**config.mk**
```make
export PLATFORM = sky130hd
export DESIGN_NAME = irq_dist
export DESIGN_NICKNAME = d
export VERILOG_FILES = /design/src/rtl/irqd_pkg.sv /design/src/rtl/irqd_sampler.sv /design/src/rtl/irqd_regs.sv /design/src/rtl/irqd_arb.sv /design/src/rtl/irq_dist.sv
export SDC_FILE = /design/constraint.sdc
export NUM_CORES = 1
export LEC_CHECK = 0
export ABC_AREA = 1
export BUFFER_PORTS_ARGS = -buffer_cell sky130_fd_sc_hd__buf_2
export CAP_MARGIN = 25
export CORE_UTILIZATION = 52
export CTS_CLUSTER_DIAMETER = 50
export DETAILED_ROUTE_END_ITERATION = 10
export GPL_TIMING_DRIVEN = 0
export PLACE_DENSITY = 0.77
export SYNTH_ARGS = -nofsm -noshare
export SYNTH_HDL_FRONTEND = slang
export SYNTH_SLANG_ARGS = --single-unit
```
**constraint.sdc**
```tcl
create_clock -name clk_i -period 4.6 [get_ports clk_i]
set_input_delay 0.46 -clock clk_i [delete_from_list [all_inputs] [get_ports clk_i]]
set_output_delay 0.46 -clock clk_i [all_outputs]
set_load 0.01 [all_outputs]
```
**src/rtl/irqd_pkg.sv**
```systemverilog
package irqd_pkg;
  localparam int unsigned ADDR_CTRL     = 0;
  localparam int unsigned ADDR_SETEN    = 1;
  localparam int unsigned ADDR_CLREN    = 2;
  localparam int unsigned ADDR_MASK     = 3;
  localparam int unsigned ADDR_PRIO0    = 4;
  localparam int unsigned CTRL_BUSY_BIT = 0;
endpackage

```
**src/rtl/irqd_sampler.sv**
```systemverilog
module irqd_sampler #(
  parameter int unsigned NUM_IRQ    = 4,
  parameter int unsigned SAMPLE_DIV = 4
) (
  input  logic               clk_i,
  input  logic               rst_ni,
  input  logic [NUM_IRQ-1:0] irq_i,
  output logic [NUM_IRQ-1:0] lvl_o
);
  localparam int unsigned CNT_W = (SAMPLE_DIV > 1) ? $clog2(SAMPLE_DIV) : 1;
  localparam logic [CNT_W-1:0] CNT_LAST = CNT_W'(SAMPLE_DIV - 1);

  logic [CNT_W-1:0] cnt_q;
  logic             tick;

  assign tick = (cnt_q == CNT_LAST);

  always_ff @(posedge clk_i or negedge rst_ni) begin
    if (!rst_ni) begin
      cnt_q <= '0;
      lvl_o <= '0;
    end else begin
      cnt_q <= tick ? '0 : cnt_q + CNT_W'(1);
      if (tick) lvl_o <= irq_i;
    end
  end
endmodule

```
**src/rtl/irqd_regs.sv**
```systemverilog
module irqd_regs
  import irqd_pkg::*;
#(
  parameter int unsigned NUM_IRQ       = 4,
  parameter int unsigned PRIO_W        = 8,
  parameter int unsigned DATA_W        = 32,
  parameter int unsigned ADDR_W        = 4,
  parameter int unsigned RECALL_CYCLES = 3
) (
  input  logic                            clk_i,
  input  logic                            rst_ni,
  input  logic                            we_i,
  input  logic [ADDR_W-1:0]               addr_i,
  input  logic [DATA_W-1:0]               wdata_i,
  output logic [DATA_W-1:0]               rdata_o,
  output logic [NUM_IRQ-1:0]              en_o,
  output logic [NUM_IRQ-1:0][PRIO_W-1:0]  prio_o,
  output logic [PRIO_W-1:0]               mask_o,
  output logic                            busy_o,
  output logic                            clr_we_o
);
  localparam int unsigned RC_W = $clog2(RECALL_CYCLES + 1);

  logic               set_we, mask_we;
  logic [NUM_IRQ-1:0] prio_we;
  logic [RC_W-1:0]    rc_q;
  logic               unused_wdata;

  assign set_we   = we_i && (addr_i == ADDR_W'(ADDR_SETEN));
  assign clr_we_o = we_i && (addr_i == ADDR_W'(ADDR_CLREN));
  assign mask_we  = we_i && (addr_i == ADDR_W'(ADDR_MASK));
  assign busy_o   = (rc_q != '0);
  assign unused_wdata = ^wdata_i;

  always_ff @(posedge clk_i or negedge rst_ni) begin
    if (!rst_ni) begin
      en_o   <= '0;
      mask_o <= '0;
      rc_q   <= '0;
    end else begin
      if (set_we)        en_o <= en_o | wdata_i[NUM_IRQ-1:0];
      else if (clr_we_o) en_o <= en_o & ~wdata_i[NUM_IRQ-1:0];
      if (mask_we) mask_o <= wdata_i[PRIO_W-1:0];
      // recall window restarts on every clear-enable write
      if (clr_we_o)        rc_q <= RC_W'(RECALL_CYCLES);
      else if (rc_q != '0) rc_q <= rc_q - RC_W'(1);
    end
  end

  for (genvar g = 0; g < NUM_IRQ; g++) begin : g_prio
    assign prio_we[g] = we_i && (addr_i == ADDR_W'(ADDR_PRIO0 + g));
    always_ff @(posedge clk_i or negedge rst_ni) begin
      if (!rst_ni)         prio_o[g] <= '1;
      else if (prio_we[g]) prio_o[g] <= wdata_i[PRIO_W-1:0];
    end
  end

  always_comb begin
    rdata_o = '0;
    if (addr_i == ADDR_W'(ADDR_CTRL))  rdata_o[CTRL_BUSY_BIT] = busy_o;
    if (addr_i == ADDR_W'(ADDR_SETEN)) rdata_o[NUM_IRQ-1:0] = en_o;
    if (addr_i == ADDR_W'(ADDR_CLREN)) rdata_o[NUM_IRQ-1:0] = en_o;
    if (addr_i == ADDR_W'(ADDR_MASK))  rdata_o[PRIO_W-1:0] = mask_o;
    for (int i = 0; i < NUM_IRQ; i++) begin
      if (addr_i == ADDR_W'(ADDR_PRIO0 + i)) rdata_o[PRIO_W-1:0] = prio_o[i];
    end
  end
endmodule

```
**src/rtl/irqd_arb.sv**
```systemverilog
module irqd_arb #(
  parameter int unsigned NUM_IRQ = 4,
  parameter int unsigned PRIO_W  = 8,
  parameter int unsigned ID_W    = 2
) (
  input  logic [NUM_IRQ-1:0]             pend_i,
  input  logic [NUM_IRQ-1:0]             en_i,
  input  logic [NUM_IRQ-1:0][PRIO_W-1:0] eff_i,
  input  logic [PRIO_W-1:0]              mask_i,
  output logic                           valid_o,
  output logic [ID_W-1:0]                id_o,
  output logic [PRIO_W-1:0]              prio_o
);
  logic [NUM_IRQ-1:0] cand;

  for (genvar g = 0; g < NUM_IRQ; g++) begin : g_cand
    assign cand[g] = pend_i[g] && en_i[g] && (eff_i[g] < mask_i);
  end

  // strict compare in ascending index order keeps the lowest index on ties
  always_comb begin
    valid_o = 1'b0;
    id_o    = '0;
    prio_o  = '1;
    for (int i = 0; i < NUM_IRQ; i++) begin
      if (cand[i] && (!valid_o || (eff_i[i] < prio_o))) begin
        valid_o = 1'b1;
        id_o    = ID_W'(i);
        prio_o  = eff_i[i];
      end
    end
  end
endmodule

```
**src/rtl/irq_dist.sv**
```systemverilog
module irq_dist #(
  parameter int unsigned NUM_IRQ       = 4,
  parameter int unsigned PRIO_W        = 8,
  parameter int unsigned DATA_W        = 32,
  parameter int unsigned ADDR_W        = 4,
  parameter int unsigned SAMPLE_DIV    = 4,
  parameter int unsigned RECALL_CYCLES = 3,
  localparam int unsigned ID_W = (NUM_IRQ > 1) ? $clog2(NUM_IRQ) : 1
) (
  input  logic               clk_i,
  input  logic               rst_ni,
  input  logic [NUM_IRQ-1:0] irq_i,
  input  logic               reg_we_i,
  input  logic [ADDR_W-1:0]  reg_addr_i,
  input  logic [DATA_W-1:0]  reg_wdata_i,
  output logic [DATA_W-1:0]  reg_rdata_o,
  output logic               cpu_valid_o,
  output logic [ID_W-1:0]    cpu_id_o,
  output logic [PRIO_W-1:0]  cpu_prio_o
);
  logic [NUM_IRQ-1:0]             lvl_q;
  logic [NUM_IRQ-1:0]             en_q;
  logic [NUM_IRQ-1:0][PRIO_W-1:0] prio_q;
  logic [NUM_IRQ-1:0][PRIO_W-1:0] eff_q;
  logic [PRIO_W-1:0]              mask_q;
  logic                           busy;
  logic                           clr_we;
  logic                           arb_valid;
  logic [ID_W-1:0]                arb_id;
  logic [PRIO_W-1:0]              arb_prio;

  irqd_sampler #(
    .NUM_IRQ    (NUM_IRQ),
    .SAMPLE_DIV (SAMPLE_DIV)
  ) sampler_i (
    .clk_i  (clk_i),
    .rst_ni (rst_ni),
    .irq_i  (irq_i),
    .lvl_o  (lvl_q)
  );

  irqd_regs #(
    .NUM_IRQ       (NUM_IRQ),
    .PRIO_W        (PRIO_W),
    .DATA_W        (DATA_W),
    .ADDR_W        (ADDR_W),
    .RECALL_CYCLES (RECALL_CYCLES)
  ) regs_i (
    .clk_i    (clk_i),
    .rst_ni   (rst_ni),
    .we_i     (reg_we_i),
    .addr_i   (reg_addr_i),
    .wdata_i  (reg_wdata_i),
    .rdata_o  (reg_rdata_o),
    .en_o     (en_q),
    .prio_o   (prio_q),
    .mask_o   (mask_q),
    .busy_o   (busy),
    .clr_we_o (clr_we)
  );

  // effective priority follows the register until the line is pending and enabled
  for (genvar g = 0; g < NUM_IRQ; g++) begin : g_eff
    always_ff @(posedge clk_i or negedge rst_ni) begin
      if (!rst_ni)                    eff_q[g] <= '1;
      else if (!(lvl_q[g] && en_q[g])) eff_q[g] <= prio_q[g];
    end
  end

  irqd_arb #(
    .NUM_IRQ (NUM_IRQ),
    .PRIO_W  (PRIO_W),
    .ID_W    (ID_W)
  ) arb_i (
    .pend_i  (lvl_q),
    .en_i    (en_q),
    .eff_i   (eff_q),
    .mask_i  (mask_q),
    .valid_o (arb_valid),
    .id_o    (arb_id),
    .prio_o  (arb_prio)
  );

  always_ff @(posedge clk_i or negedge rst_ni) begin
    if (!rst_ni) begin
      cpu_valid_o <= 1'b0;
      cpu_id_o    <= '0;
      cpu_prio_o  <= '1;
    end else begin
      cpu_valid_o <= arb_valid;
      cpu_id_o    <= arb_id;
      cpu_prio_o  <= arb_prio;
    end
  end
endmodule

```
; After elaboration in Yosys (flattened, before gate mapping)
; Cells that the tools add are included.
[word_totals]
inputBits = 43
mem_bits_rw = 0
n_memories = 0
ff_bits = 95
output_inout_bits = 43
latchBits = 0
elab_cells = 88
rom_bits = 0
[classes]
shifts = 0
n_lt_le_gt_ge = 7
addsub = 2
n_div = 0
bitwise = 3
muxes = 24
eq_ne = 8
n_mul = 0
reduce_logical = 28
[op_table]
columns = operator, count
row1 = $mux 8, 9
row2 = $lt 8x8->1, 7
row3 = $logic_and 1x1->1, 18
row4 = $eq 4x3->1 const B, 4
row5 = $mux 4, 4
row6 = $mux 2, 5
row7 = $eq 4x2->1 const B, 2
row8 = $mux 1, 6
row9 = $reduce_bool 2->1, 3
row10 = $and 4x4->4, 1
row11 = $eq 4x1->1 const B, 1
row12 = $logic_not 4->1, 1
row13 = $not 4->4, 1
row14 = $or 4x4->4, 1
row15 = $logic_not 1->1, 3
row16 = $logic_or 1x1->1, 3
row17 = $add 2x1->2 const B, 1
row18 = $eq 2x2->1 const B, 1
row19 = $sub 2x1->2 const B, 1

; Longest topological paths before layout
; Gate-level depths: netlist (run 1).
[depth]
word_depth = 15
ltp_mapped = 44
depth_no_buf = 42

; Modules after synthesis
; From an unflattened synthesis (run 1), not the netlist that was laid out.
[unflattened]
cells_unflattened = 714
hier_area_um2 = 6007.0
[by_module_without_submodules]
columns = module, seq_area_each_um2, instances, cells_per_inst, area_each_um2
row1 = irqd_regs, 1191.1, 1, 286, 2458.6
row2 = irq_dist, 1126.1, 1, 151, 1704.1
row3 = irqd_arb, 0.0, 1, 256, 1629.1
row4 = irqd_sampler, 150.1, 1, 21, 215.2

; Worst setup path before layout (run 1)
; No wires, ideal clock.
[synth_path]
path_type = register to register
startpoint = register eff_q[7] (netlist name)
endpoint = register cpu_prio_o[0]
period_less_slack_ps = 4966
setup_ps = 76
arrival_ps = 4890
slack_ps = -366
stages_incl_launch_ff = 37
required_time_ps = 4524
path_buffers = 2
cell_sequence = dfstp_2 -> ha_1 -> nand2_1 -> inv_1 -> and3_1 -> nor2_4 -> nand2_1 -> nor2_1 -> ha_1 -> a21oi_1 -> nor2_1 -> a211oi_1 -> nand2_1 -> nand2_2 -> nand2_4 -> clkbuf_1 -> o21ai_0 -> ha_1 -> a21oi_1 -> nor2_1 -> a211oi_1 -> nand2_1 -> nand2_2 -> nand2_4 -> buf_2 -> nand2_1 -> o21a_1 -> inv_1 -> ha_1 -> a21oi_1 -> nor2_1 -> a211oi_1 -> nand2_1 -> nand2_4 -> nand2_4 -> nand2_1 -> nand2_1
[synth_between]
elab_chain_cells = 15
elab_cells_between_ends = 21
classes_between = order compare (4) / mux (7) / reduce/logical (10)
[synth_lines]
columns = item, line
row1 = start: declaration, irq_dist.sv:24  ; logic [NUM_IRQ-1:0][PRIO_W-1:0] eff_q;
row2 = start signal: indexed assignment, irq_dist.sv:66  ; else if (!(lvl_q[g] && en_q[g])) eff_q[g] <= prio_q[g];
row3 = $lt 8x8->1, irqd_arb.sv:17  ; assign cand[g] = pend_i[g] && en_i[g] && (eff_i[g] < mask_i);
row4 = $logic_and 1x1->1, irqd_arb.sv:17
row5 = $mux 8 or $mux 1 (tied branches), irqd_arb.sv:26  ; if (cand[i] && (!valid_o || (eff_i[i] < prio_o))) begin
row6 = $lt 8x8->1 or $logic_not 1->1 (tied branches), irqd_arb.sv:26
row7 = $logic_or 1x1->1, irqd_arb.sv:26
row8 = $logic_and 1x1->1, irqd_arb.sv:26
row9 = $mux 8 or $mux 1 (tied branches), irqd_arb.sv:26
row10 = $lt 8x8->1 or $logic_not 1->1 (tied branches), irqd_arb.sv:26
row11 = $logic_or 1x1->1, irqd_arb.sv:26
row12 = $logic_and 1x1->1, irqd_arb.sv:26
row13 = $mux 8 or $mux 1 (tied branches), irqd_arb.sv:26
row14 = $lt 8x8->1 or $logic_not 1->1 (tied branches), irqd_arb.sv:26
row15 = $logic_or 1x1->1, irqd_arb.sv:26
row16 = $logic_and 1x1->1, irqd_arb.sv:26
row17 = $mux 8 *, irqd_arb.sv:26
row18 = named net arb_i.prio_o[0], irqd_arb.sv:12  ; output logic [PRIO_W-1:0] prio_o
row19 = end signal: assignment, irq_dist.sv:92  ; cpu_prio_o <= arb_prio;
row20 = end: declaration, irq_dist.sv:19  ; output logic [PRIO_W-1:0] cpu_prio_o
; The timed path passes the listed nets; every way through them passes the cells marked *.
; A chain may end at the register's enable or synchronous reset.

; Worst setup path after layout (run 1)
[layout_path]
startpoint = register regs_i.mask_o[7]
endpoint = register cpu_prio_o[2]
[layout_between]
elab_chain_cells = 15
elab_cells_between_ends = 27
classes_between = order compare (7) / mux (7) / reduce/logical (13)
[layout_lines]
columns = item, line
row1 = start: declaration, irqd_regs.sv:18  ; output logic [PRIO_W-1:0] mask_o,
row2 = start signal: assignment, irqd_regs.sv:43  ; if (mask_we) mask_o <= wdata_i[PRIO_W-1:0];
row3 = $lt 8x8->1, irqd_arb.sv:17
row4 = $logic_and 1x1->1, irqd_arb.sv:17
row5 = $mux 8 or $mux 1 (tied branches), irqd_arb.sv:26
row6 = $lt 8x8->1 or $logic_not 1->1 (tied branches), irqd_arb.sv:26
row7 = $logic_or 1x1->1, irqd_arb.sv:26
row8 = $logic_and 1x1->1, irqd_arb.sv:26
row9 = $mux 8 or $mux 1 (tied branches), irqd_arb.sv:26
row10 = $lt 8x8->1 or $logic_not 1->1 (tied branches), irqd_arb.sv:26
row11 = $logic_or 1x1->1, irqd_arb.sv:26
row12 = $logic_and 1x1->1, irqd_arb.sv:26
row13 = $mux 8 or $mux 1 (tied branches), irqd_arb.sv:26
row14 = $lt 8x8->1 or $logic_not 1->1 (tied branches), irqd_arb.sv:26
row15 = $logic_or 1x1->1, irqd_arb.sv:26
row16 = $logic_and 1x1->1, irqd_arb.sv:26
row17 = $mux 8 *, irqd_arb.sv:26
row18 = named net arb_i.prio_o[2], irqd_arb.sv:12
; Marks and branches as above.

==> results.md, run 1 <==
* Status: finished with violations
* Violated checks: setup timing
* P&R area growth vs syn at 21.5%
* Root buffer cell: clkbuf_8
* Max transition margin at 0.351
* Fmax at 195 MHz
* Clock latency on the worst-skew pair at 0.37 ns
* Most frequent cells in the layout: nand2_1 (151), dfstp_2 (72), o21ai_0 (62), buf_4 (52), ha_1 (43)
* Worst path max stage delay at 0.40 ns
* WL per Instance at 16.6 microns
* Logic pwr share at 0.395
* Worst vdd ir at 270 uV
* PwrDens at 480 nW/um^2
* R2R Path Start: regs_i.mask_o[7]
* Synth cell types at 34
* RSZ-0062 raised after global routing: true
* Initial antenna violation count at 0
* Int Pwr at 2.01 mW
* Setup TNS at -5.11 ns
* Crit path launch type: flop
* CTS sink count at 95
* CTS tree: built
* Crit Reg-Reg Endpoint: cpu_prio_o[2]
* CP arrival at 5.45 ns
* Global placement routability congestion at 0.956
* P_sw at 1.19 mW
* Syn_area_per_cell at 8.91 sq um
* Number of global-route vias before repair at 4356
* Clock transition at path regs at 0.10 ns
* Seq/Total Area, Yosys at 0.449
* Port Buffer Count at 37
* Slew Limit Fails at 0
* Final setup violation count at 10
* P_leak at 3.17 nW
* Clock Path Buffers at 2
* Final worst path period share at 1.12
* CP Capture Type: flop
* Overflow after GRT at 0
* Hold Path Class: input pin to flop
* Critical path class: flop to flop
* Post-layout minimum cycle time at 5.14 ns
* Vias per cell at 5.45
* Hold depth at 3
* Reg2Reg Depth at 38
* Crit path max fanout at 7
* Register-to-register setup slack at -0.54 ns
* Hold slack final at 0.304 ns
* Die height at 105 microns
* DR iter-0 viols at 478
* Clock Skew at 0.0175 ns
* Starting density of the core at 0.535
* Nets at 813
* Max-cap violations at 0
* Final Hold Viols at 0
* Worst slew pin tran at 0.968 ns
* HPWL Detailed at 10.4 mm
* Critical Path Slowest Stage Cell: dfrtp_1
* CORE AREA at 10300 sq um
* Design Power at 3.21 mW
* Buf+Inv Stages, Crit Path at 5
* Post-Syn Area at 5500 sq um
* DRT Wirelength at 14.3 mm
* DR vias at 4690
* Fill cell count at 830
* Share of post-route cells with drive strength above 1 at 0.380
* Most common cell after layout, fill and taps aside: nand2_1
* Ant. Diodes at 0
* Yosys warning count at 0
* Clock network fraction of total power at 0.177
* Post-synthesis cell count at 617
* Switching Fraction at 0.372
* DRC Markers at 0
* Largest net degree at the start of global routing at 71
* First-pass GRT wire length at 22.3 mm
* Hold_sp: reg_wdata_i[2]
* Fin worst setup slack at -0.539 ns
* Chip width at 105 microns
* Worst Path Required at 4.91 ns
* DIE AREA at 11000 sq um
* #FFs+latches synth at 95
* H-tree depth at 3
* DR pass1 iterations at 7
* Sequential power share at 0.428
* Row cnt at 37
* Final Util at 0.650
* Final ANT Viol Nets at 0
* Gr usage total at 0.266
* Crit path depth at 38
* I/O pin count at 86
* Top delay family on crit path: simple AND/OR/NAND/NOR gates
* CTS Buf Count at 9
cells in the mapped netlist:
cell | n | area share
nor2_4 | 1 | 0.0020
nor2_1 | 27 | 0.018
or2_2 | 2 | 0.0023
nor3_1 | 1 | 0.00091
nand3b_1 | 2 | 0.0027
and3_1 | 1 | 0.0011
nand3_1 | 21 | 0.019
conb_1 | 1 | 0.00068
dfrtp_1 | 23 | 0.10
dfstp_2 | 72 | 0.34
clkinv_1 | 3 | 0.0020
nand3_2 | 1 | 0.0018
nor3_2 | 1 | 0.0018
nand2_4 | 4 | 0.0082
o2111ai_1 | 2 | 0.0032
a221oi_1 | 1 | 0.0016
a31oi_1 | 1 | 0.0011
xor2_1 | 1 | 0.0016
buf_4 | 24 | 0.033
clkbuf_1 | 8 | 0.0055
a21boi_0 | 4 | 0.0055
ha_1 | 50 | 0.11
a21oi_1 | 26 | 0.024
nand2_1 | 168 | 0.11
o21a_1 | 1 | 0.0014
and2_1 | 1 | 0.0011
a211oi_1 | 3 | 0.0041
o21ai_0 | 73 | 0.066
nand2_2 | 4 | 0.0045
mux2_2 | 30 | 0.061
buf_2 | 1 | 0.00091
o211ai_1 | 5 | 0.0068
inv_1 | 47 | 0.032
nand4_1 | 7 | 0.0080
metal layers:
layer,share of wire,routed length [microns],GRT usage,up-vias
met5,0,0,0,-
met4,0.026,364,0.0986,0
met3,0.075,1070,0.0480,29
met2,0.48,6790,0.433,219
met1,0.42,6050,0.356,2201
li1,-,-,-,2241
cell type report:
cell class	instances	area (sq um)	share of cell area
tap	136	170	0.0255
clock buffer	12	156	0.0234
clock inverter	3	42.5	0.00637
inverter	50	195	0.0292
timing repair buffer	67	439	0.0657
multi-input combinational	464	2980	0.446
sequential	95	2470	0.369
buffer	33	233	0.0348
worst min-delay path: stages:
cell and delay [ns]:
buf_2 0.09, nand2_1 0.05, nand2_1 0.05
logic make-up (layout without fill, tap and decap cells):
logic type | after synthesis | in the layout | share of synthesized area
compound gates | 116 | 116 | 0.114
fa+ha+maj | 50 | 50 | 0.114
buf+inv | 83 | 165 | 0.0733
other cells | 1 | 24 | 0.000682
mux | 30 | 30 | 0.0614
xor+xnor | 1 | 1 | 0.00159
flops | 95 | 95 | 0.449
simple gates | 241 | 243 | 0.187
timing repair:
item	in CTS	in global routing
endpoints found under the setup margin	10	10
cloned	4	0
setup buffers	15	11
gates resized for setup	35	27
hold buffers	1	0
endpoints found under the hold margin	3	0
pin swaps	25	30
stage by stage:
stage          instances  cell area (sq um)  worst slack (ns)
2_1_floorplan        640               5670            -0.118
3_3_place_gp         813               6030            -0.720
3_5_place_dp         814               6060            -0.944
4_1_cts              849               6500            -0.465
5_1_grt              860               6680            -0.827
6_report             860               6680            -0.539
power groups by stage:
stage / Sequential, mW / Combinational [mW] / Clock, mW
6_report: 1.37 / 1.27 / 0.567
4_1_cts: 1.36 / 1.16 / 0.569
3_3_place_gp: 1.35 / 0.968 / 0
2_1_floorplan: 1.31 / 0.744 / 0
3_5_place_dp: 1.36 / 1.03 / 0
5_1_grt: 1.39 / 1.41 / 0.602
how the worst max path moves through the flow:
stage / slack (ns) / to / startpoint
after floorplan: -0.12 / cpu_prio_o[1] / eff_q[7]
after global placement: -0.72 / cpu_prio_o[6] / regs_i.mask_o[7]
after detailed placement: -0.94 / cpu_prio_o[2] / regs_i.mask_o[7]
after CTS: -0.47 / cpu_prio_o[0] / regs_i.mask_o[7]
after global routing: -0.83 / cpu_prio_o[2] / regs_i.mask_o[7]
final: -0.54 / cpu_prio_o[2] / regs_i.mask_o[7]
flip-flops by register name (all words and copies together), names as in the netlist, named ones only:
signal	count
cpu_id_o	2
cpu_prio_o	8
cpu_valid_o	1
eff_q	32
regs_i.mask_o	8
regs_i.prio_o	32
regs_i.rc_q	2
sampler_i.cnt_q	2
sampler_i.lvl_o	4
(Power assumes the default switching activity.)
==> run 2, diff against run 1 <==
Settings changed: CORE_UTILIZATION 52 to 60, PLACE_DENSITY 0.77 to 0.84.
Clock period 4.6 ns to 6.6 ns, I/O delays scaled along.
==> results.md, run 2 (synthesis results as in run 1) <==
* Row cnt at 34
* Crit path launch type: flop
* Worst path max stage delay at 0.39 ns
* Fmax at 168 MHz
* HPWL Detailed at 10.3 mm
* Crit path max fanout at 10
* DRC Markers at 8
* Final setup violation count at 0
* P&R area growth vs syn at 11.5%
* H-tree depth at 3
* Clock latency on the worst-skew pair at 0.37 ns
* Placed insts at 786
* Regs by FF count: eff_q: 32 flops, regs_i.prio_o: 32 flops
* P_leak at 3.02 nW
* DR pass1 iterations at 8
* CTS tree: built
* Max transition margin at 0.544
* Final ANT Viol Nets at 0
* CORE AREA at 8810 sq um
* # hold bufs at CTS at 0
* DR vias at 4621
* Nets at 782
* Share of post-route cells with drive strength above 1 at 0.280
* DRT Wirelength at 13.7 mm
* Reg2Reg Depth at 37
* CTS Buf Count at 9
* WL per Instance at 17.1 microns
* Slew Limit Fails at 0
* R2R Path Start: regs_i.mask_o[7]
* Starting density of the core at 0.624
* Root buffer cell: clkbuf_8
* Ant. Diodes at 0
* Post-DP Area at 5940 sq um
* Number of global-route vias before repair at 4693
* Crit-path most repeated cell: nand2_1
* Post-CTS setup repair buffer count at 0
* CP arrival at 6.26 ns
* CTS sink count at 95
* Final Util at 0.697
* Final Cell Area at 6130 sq um
* Largest net degree at the start of global routing at 67
* Design Power at 2.05 mW
* Critical path class: flop to flop
* Area of the multi-input gates at 2720 sq um
* Final Non-Filler Cells at 802
* Violated checks: DRC
* Max-cap violations at 0
* Clock transition at path regs at 0.11 ns
* Most frequent cells in the layout: nand2_1 (168), o21ai_0 (72), dfstp_2 (72), ha_1 (50), inv_1 (47)
* Pre-CTS setup slack at 0.746 ns
* Fill cell count at 664
* Fin worst setup slack at 0.650 ns
* Final Hold Viols at 0
* Die height at 97.7 microns
* Initial antenna violation count at 0
* Clock Path Buffers at 2
* Register-to-register setup slack at 0.65 ns
* Post-CTS sizing at 0
* Hold slack final at 0.198 ns
* CP Capture Type: flop
* Most common cell after layout, fill and taps aside: nand2_1
* Worst Path Required at 6.91 ns
* Clock Skew at 0.00991 ns
* Worst slew pin tran at 0.681 ns
* DIE AREA at 9550 sq um
* DR iter-0 viols at 298
* Global placement routability congestion at 0.967
* Chip width at 97.7 microns
* Register area at 2470 sq um
* I/O pin count at 86
* Critical Path Slowest Stage Cell: dfrtp_1
* Status: finished with violations
* Port Buffer Count at 37
* RSZ-0062 raised after global routing: false
* Crit Reg-Reg Endpoint: cpu_prio_o[5]
* Hold Path Class: input pin to asynchronous set/reset pin
* Vias per cell at 5.76
* Setup TNS at 0 ns
* First-pass GRT wire length at 22.7 mm
* Post-layout minimum cycle time at 5.95 ns
* PwrDens at 334 nW/um^2
* Gr usage total at 0.311
* Final worst path period share at 0.901
* Overflow after GRT at 0
* Worst vdd ir at 213 uV
==> run 2: cell types whose count changed in the layout (fill, tap and decap cells not counted), moves of 7 or more <==
cell | before | now
o21ai_0 | 62 | 72
nand2_1 | 151 | 168
nand2_2 | 18 | 4
buf_4 | 52 | 25
ha_1 | 43 | 50
inv_1 | 39 | 47
==> run 2: critical path, delay by kind of cell (launching register included) <==
family	cells	cell delay (ns)
fa+ha+maj	4	1.22
buf+inv	5	0.78
compound gates	8	1.37
flops	1	0.39
simple gates	20	2.14
==> run 2: final cells by class <==
| type | instances | share of cell area |
|---|---|---|
| clock buffer | 9 | 0.0202 |
| clock inverter | 7 | 0.0120 |
| sequential | 95 | 0.402 |
| timing repair buffer | 38 | 0.0351 |
| inverter | 50 | 0.0306 |
| tap | 108 | 0.0220 |
| buffer | 33 | 0.0351 |
| multi-input combinational | 462 | 0.443 |
==> run 2: worst max path at each step <==
stage	startpoint	endpoint	slack, ns	cells past startpoint
CTS	regs_i.mask_o[7]	cpu_prio_o[5]	0.67	37
finish	regs_i.mask_o[7]	cpu_prio_o[5]	0.65	37
floorplan	eff_q[7]	cpu_prio_o[0]	1.63	36
global route	regs_i.mask_o[7]	cpu_prio_o[5]	0.09	38
global placement	regs_i.mask_o[7]	cpu_prio_o[4]	0.96	37
detailed placement	regs_i.mask_o[7]	cpu_prio_o[6]	0.75	37
==> run 2: power by group <==
group,internal [mW],switching (mW),total (mW)
clock,0.150,0.236,0.386
combinational,0.294,0.423,0.717
sequential,0.811,0.137,0.947
==> run 2: metal layers <==
| metal | track usage | vias to the layer above | routed length, microns | part of all wire |
|---|---|---|---|---|
| li1 | - | 2168 | - | - |
| met4 | 0.183 | 0 | 687 | 0.050 |
| met3 | 0.0795 | 62 | 1100 | 0.080 |
| met1 | 0.381 | 2173 | 5630 | 0.41 |
| met2 | 0.499 | 218 | 6270 | 0.46 |
| met5 | 0 | - | 0 | 0 |
==> run 3, diff against run 2 <==
Settings changed: PLACE_DENSITY 0.84 to 0.83, SYNTH_HIERARCHICAL set to 1.
==> results.md, run 3 <==
* Status: completed
* Main synth FF type: dfstp_2
* Ant. Diodes at 0
* Fill cell count at 780
* Initial antenna violation count at 0
* P&R area growth vs syn at 11.4%
* Setup TNS at 0 ns
* Max transition margin at 0.604
* DR iter-0 viols at 297
* Crit-path most repeated cell: nand2_1
* Chip width at 102 microns
* Register-to-register setup slack at 0.81 ns
* Final Hold Viols at 0
* Final ANT Viol Nets at 0
* CP Capture Type: flop
* Final Util at 0.688
* Slew Limit Fails at 0
* Seq/Total Area, Yosys at 0.411
* Post-layout minimum cycle time at 5.79 ns
* Largest net degree at the start of global routing at 77
* Post-Syn Area at 6010 sq um
* P_leak at 3.41 nW
* R2R Path Start: regs_i/mask_o[7]
* Die height at 102 microns
* Top cells by count, synth: nand2_1 (233), dfstp_2 (72), nand3_1 (64)
* Final worst path period share at 0.877
* CP arrival at 6.10 ns
* Row cnt at 36
* Clock Skew at 0.0147 ns
* Synth cell types at 37
* Vias per cell at 5.46
* CORE AREA at 9730 sq um
* Regs by FF count: eff_q: 32 flops, regs_i/prio_o: 32 flops
* Clock Path Buffers at 2
* Overflow after GRT at 0
* Clock transition at path regs at 0.09 ns
* Final setup violation count at 0
* Worst path max stage delay at 0.43 ns
* Global placement routability congestion at 0.947
* Critical path class: flop to flop
* Gr usage total at 0.292
* Starting density of the core at 0.617
* CTS sink count at 95
* Most frequent cells in the layout: nand2_1 (233), dfstp_2 (72), nand3_1 (64), ha_1 (50), inv_1 (47)
* DR vias at 5045
* Share of post-route cells with drive strength above 1 at 0.298
* Crit path launch type: flop
* # hold bufs at CTS at 0
* Most common cell after layout, fill and taps aside: nand2_1
* Area contributors post-synth: dfstp_2 (31%), nand2_1 (15%), ha_1 (10%), dfrtp_1 (9.6%), nand3_1 (5.3%)
* Post-CTS setup repair buffer count at 0
* Crit path max fanout at 10
* #FFs+latches synth at 95
* Worst Path Required at 6.91 ns
* Root buffer cell: clkbuf_8
* Largest area contributor in the netlist: dfstp_2
* Share of Yosys cell area claimed by the top area cell type at 0.315
* Port Buffer Count at 37
* Fmax at 173 MHz
* CTS Buf Count at 9
* Crit path to: cpu_prio_o[5]
* DRC Markers at 0
* DRT Wirelength at 14.2 mm
* Post-CTS sizing at 0
* H-tree depth at 3
* Worst vdd ir at 185 uV
* Critical Path Source: regs_i/mask_o[7]
* I/O pin count at 86
* Clock latency on the worst-skew pair at 0.37 ns
* RSZ-0062 raised after global routing: false
* Reg2Reg Depth at 36
* PwrDens at 319 nW/um^2
* WL per Instance at 15.4 microns
* Ys async rst share at 1.00
* Nets at 879
* Yosys warning count at 6
* Max-cap violations at 0
* Number of global-route vias before repair at 4722
* HPWL Detailed at 11.0 mm
* Most numerous cell in the Yosys netlist: nand2_1
* Post-synthesis cell count at 714
* CTS tree: built
* Syn_area_per_cell at 8.41 sq um
* Hold Path Class: input pin to asynchronous set/reset pin
* Worst slew pin tran at 0.590 ns
* Crit Reg-Reg Endpoint: cpu_prio_o[5]
* EDFF count, synth at 0
* DR pass1 iterations at 7
* Critical Path Slowest Stage Cell: dfrtp_1
* First-pass GRT wire length at 22.8 mm
* DIE AREA at 10400 sq um
-- run 3: changes by cell type in the layout (fill, tap and decap cells not counted), moves of 7 or more --
cell / previous run / this run
mux2_2: 30 / 0
nand3_1: 21 / 64
inv_2: 0 / 10
o21ai_0: 72 / 33
nand2_2: 4 / 21
o21ai_1: 1 / 13
buf_6: 0 / 12
a21oi_1: 26 / 19
o21ai_2: 0 / 16
nand2_1: 168 / 233
-- run 3: routing by layer --
layer  vias up  GRT usage  wire, microns  part of all wire
met3        55     0.0458            772             0.054
met1      2348      0.378           6140              0.43
met5         -          0              0                 0
li1       2431          -              -                 -
met4         0      0.171            631             0.044
met2       211      0.467           6690              0.47
-- run 3: logic make-up after synthesis --
kind of cell / synth area share
buf+inv: 0.0923
fa+ha+maj: 0.104
compound gates: 0.0987
other cells: 0.000624
simple gates: 0.293
flops: 0.411
-- run 3: stage by stage --
stage | hold slack, ns | instance area, sq um | cells | power (mW) | setup slack (ns)
3_5_place_dp | 0.420 | 6470 | 908 | 1.71 | 0.907
3_3_place_gp | 0.415 | 6440 | 907 | 1.65 | 1.10
4_1_cts | 0.167 | 6690 | 924 | 2.13 | 0.885
2_1_floorplan | 0.364 | 6090 | 737 | 1.47 | 1.66
6_report | 0.158 | 6690 | 924 | 2.14 | 0.812
5_1_grt | 0.172 | 6690 | 924 | 2.29 | 0.342
-- run 3: power breakdown --
| part | total, mW | leakage (nW) | internal, mW | switching, mW |
|---|---|---|---|---|
| clock | 0.413 | 0.108 | 0.209 | 0.204 |
| combinational | 0.773 | 2.27 | 0.306 | 0.467 |
| sequential | 0.952 | 1.04 | 0.807 | 0.145 |
| total | 2.14 | 3.41 | 1.32 | 0.817 |
-- run 3: how the worst min path moves through the flow --
stage                                     to  slack [ns]  cells past startpoint          startpoint
after floorplan                  cpu_id_o[0]        0.36                      0              rst_ni
after CTS                        cpu_id_o[0]        0.17                      1              rst_ni
after global placement    sampler_i/cnt_q[0]        0.41                      1  sampler_i/cnt_q[0]
after detailed placement  sampler_i/cnt_q[0]        0.42                      1  sampler_i/cnt_q[0]
final                            cpu_id_o[0]        0.16                      1              rst_ni
after global routing             cpu_valid_o        0.17                      1              rst_ni
-- run 3: worst max-delay path: cells and delay by family (launching register included) --
| kind | cells | cell delay (ns) |
|---|---|---|
| fa+ha+maj | 4 | 1.12 |
| simple gates | 19 | 2.02 |
| flops | 1 | 0.43 |
| buf+inv | 5 | 0.73 |
| compound gates | 8 | 1.41 |
-- run 3: final cells by class --
cell class              count  area, sq um  area share
flip-flops and latches     95         2470       0.369
clock buffers              12          166      0.0249
repair buffers             38          215      0.0322
inverters                  59          225      0.0337
clock inverters             4         51.3     0.00766
plain buffers              39          329      0.0492
multi-input cells         544         3070       0.459
well taps                 133          166      0.0249
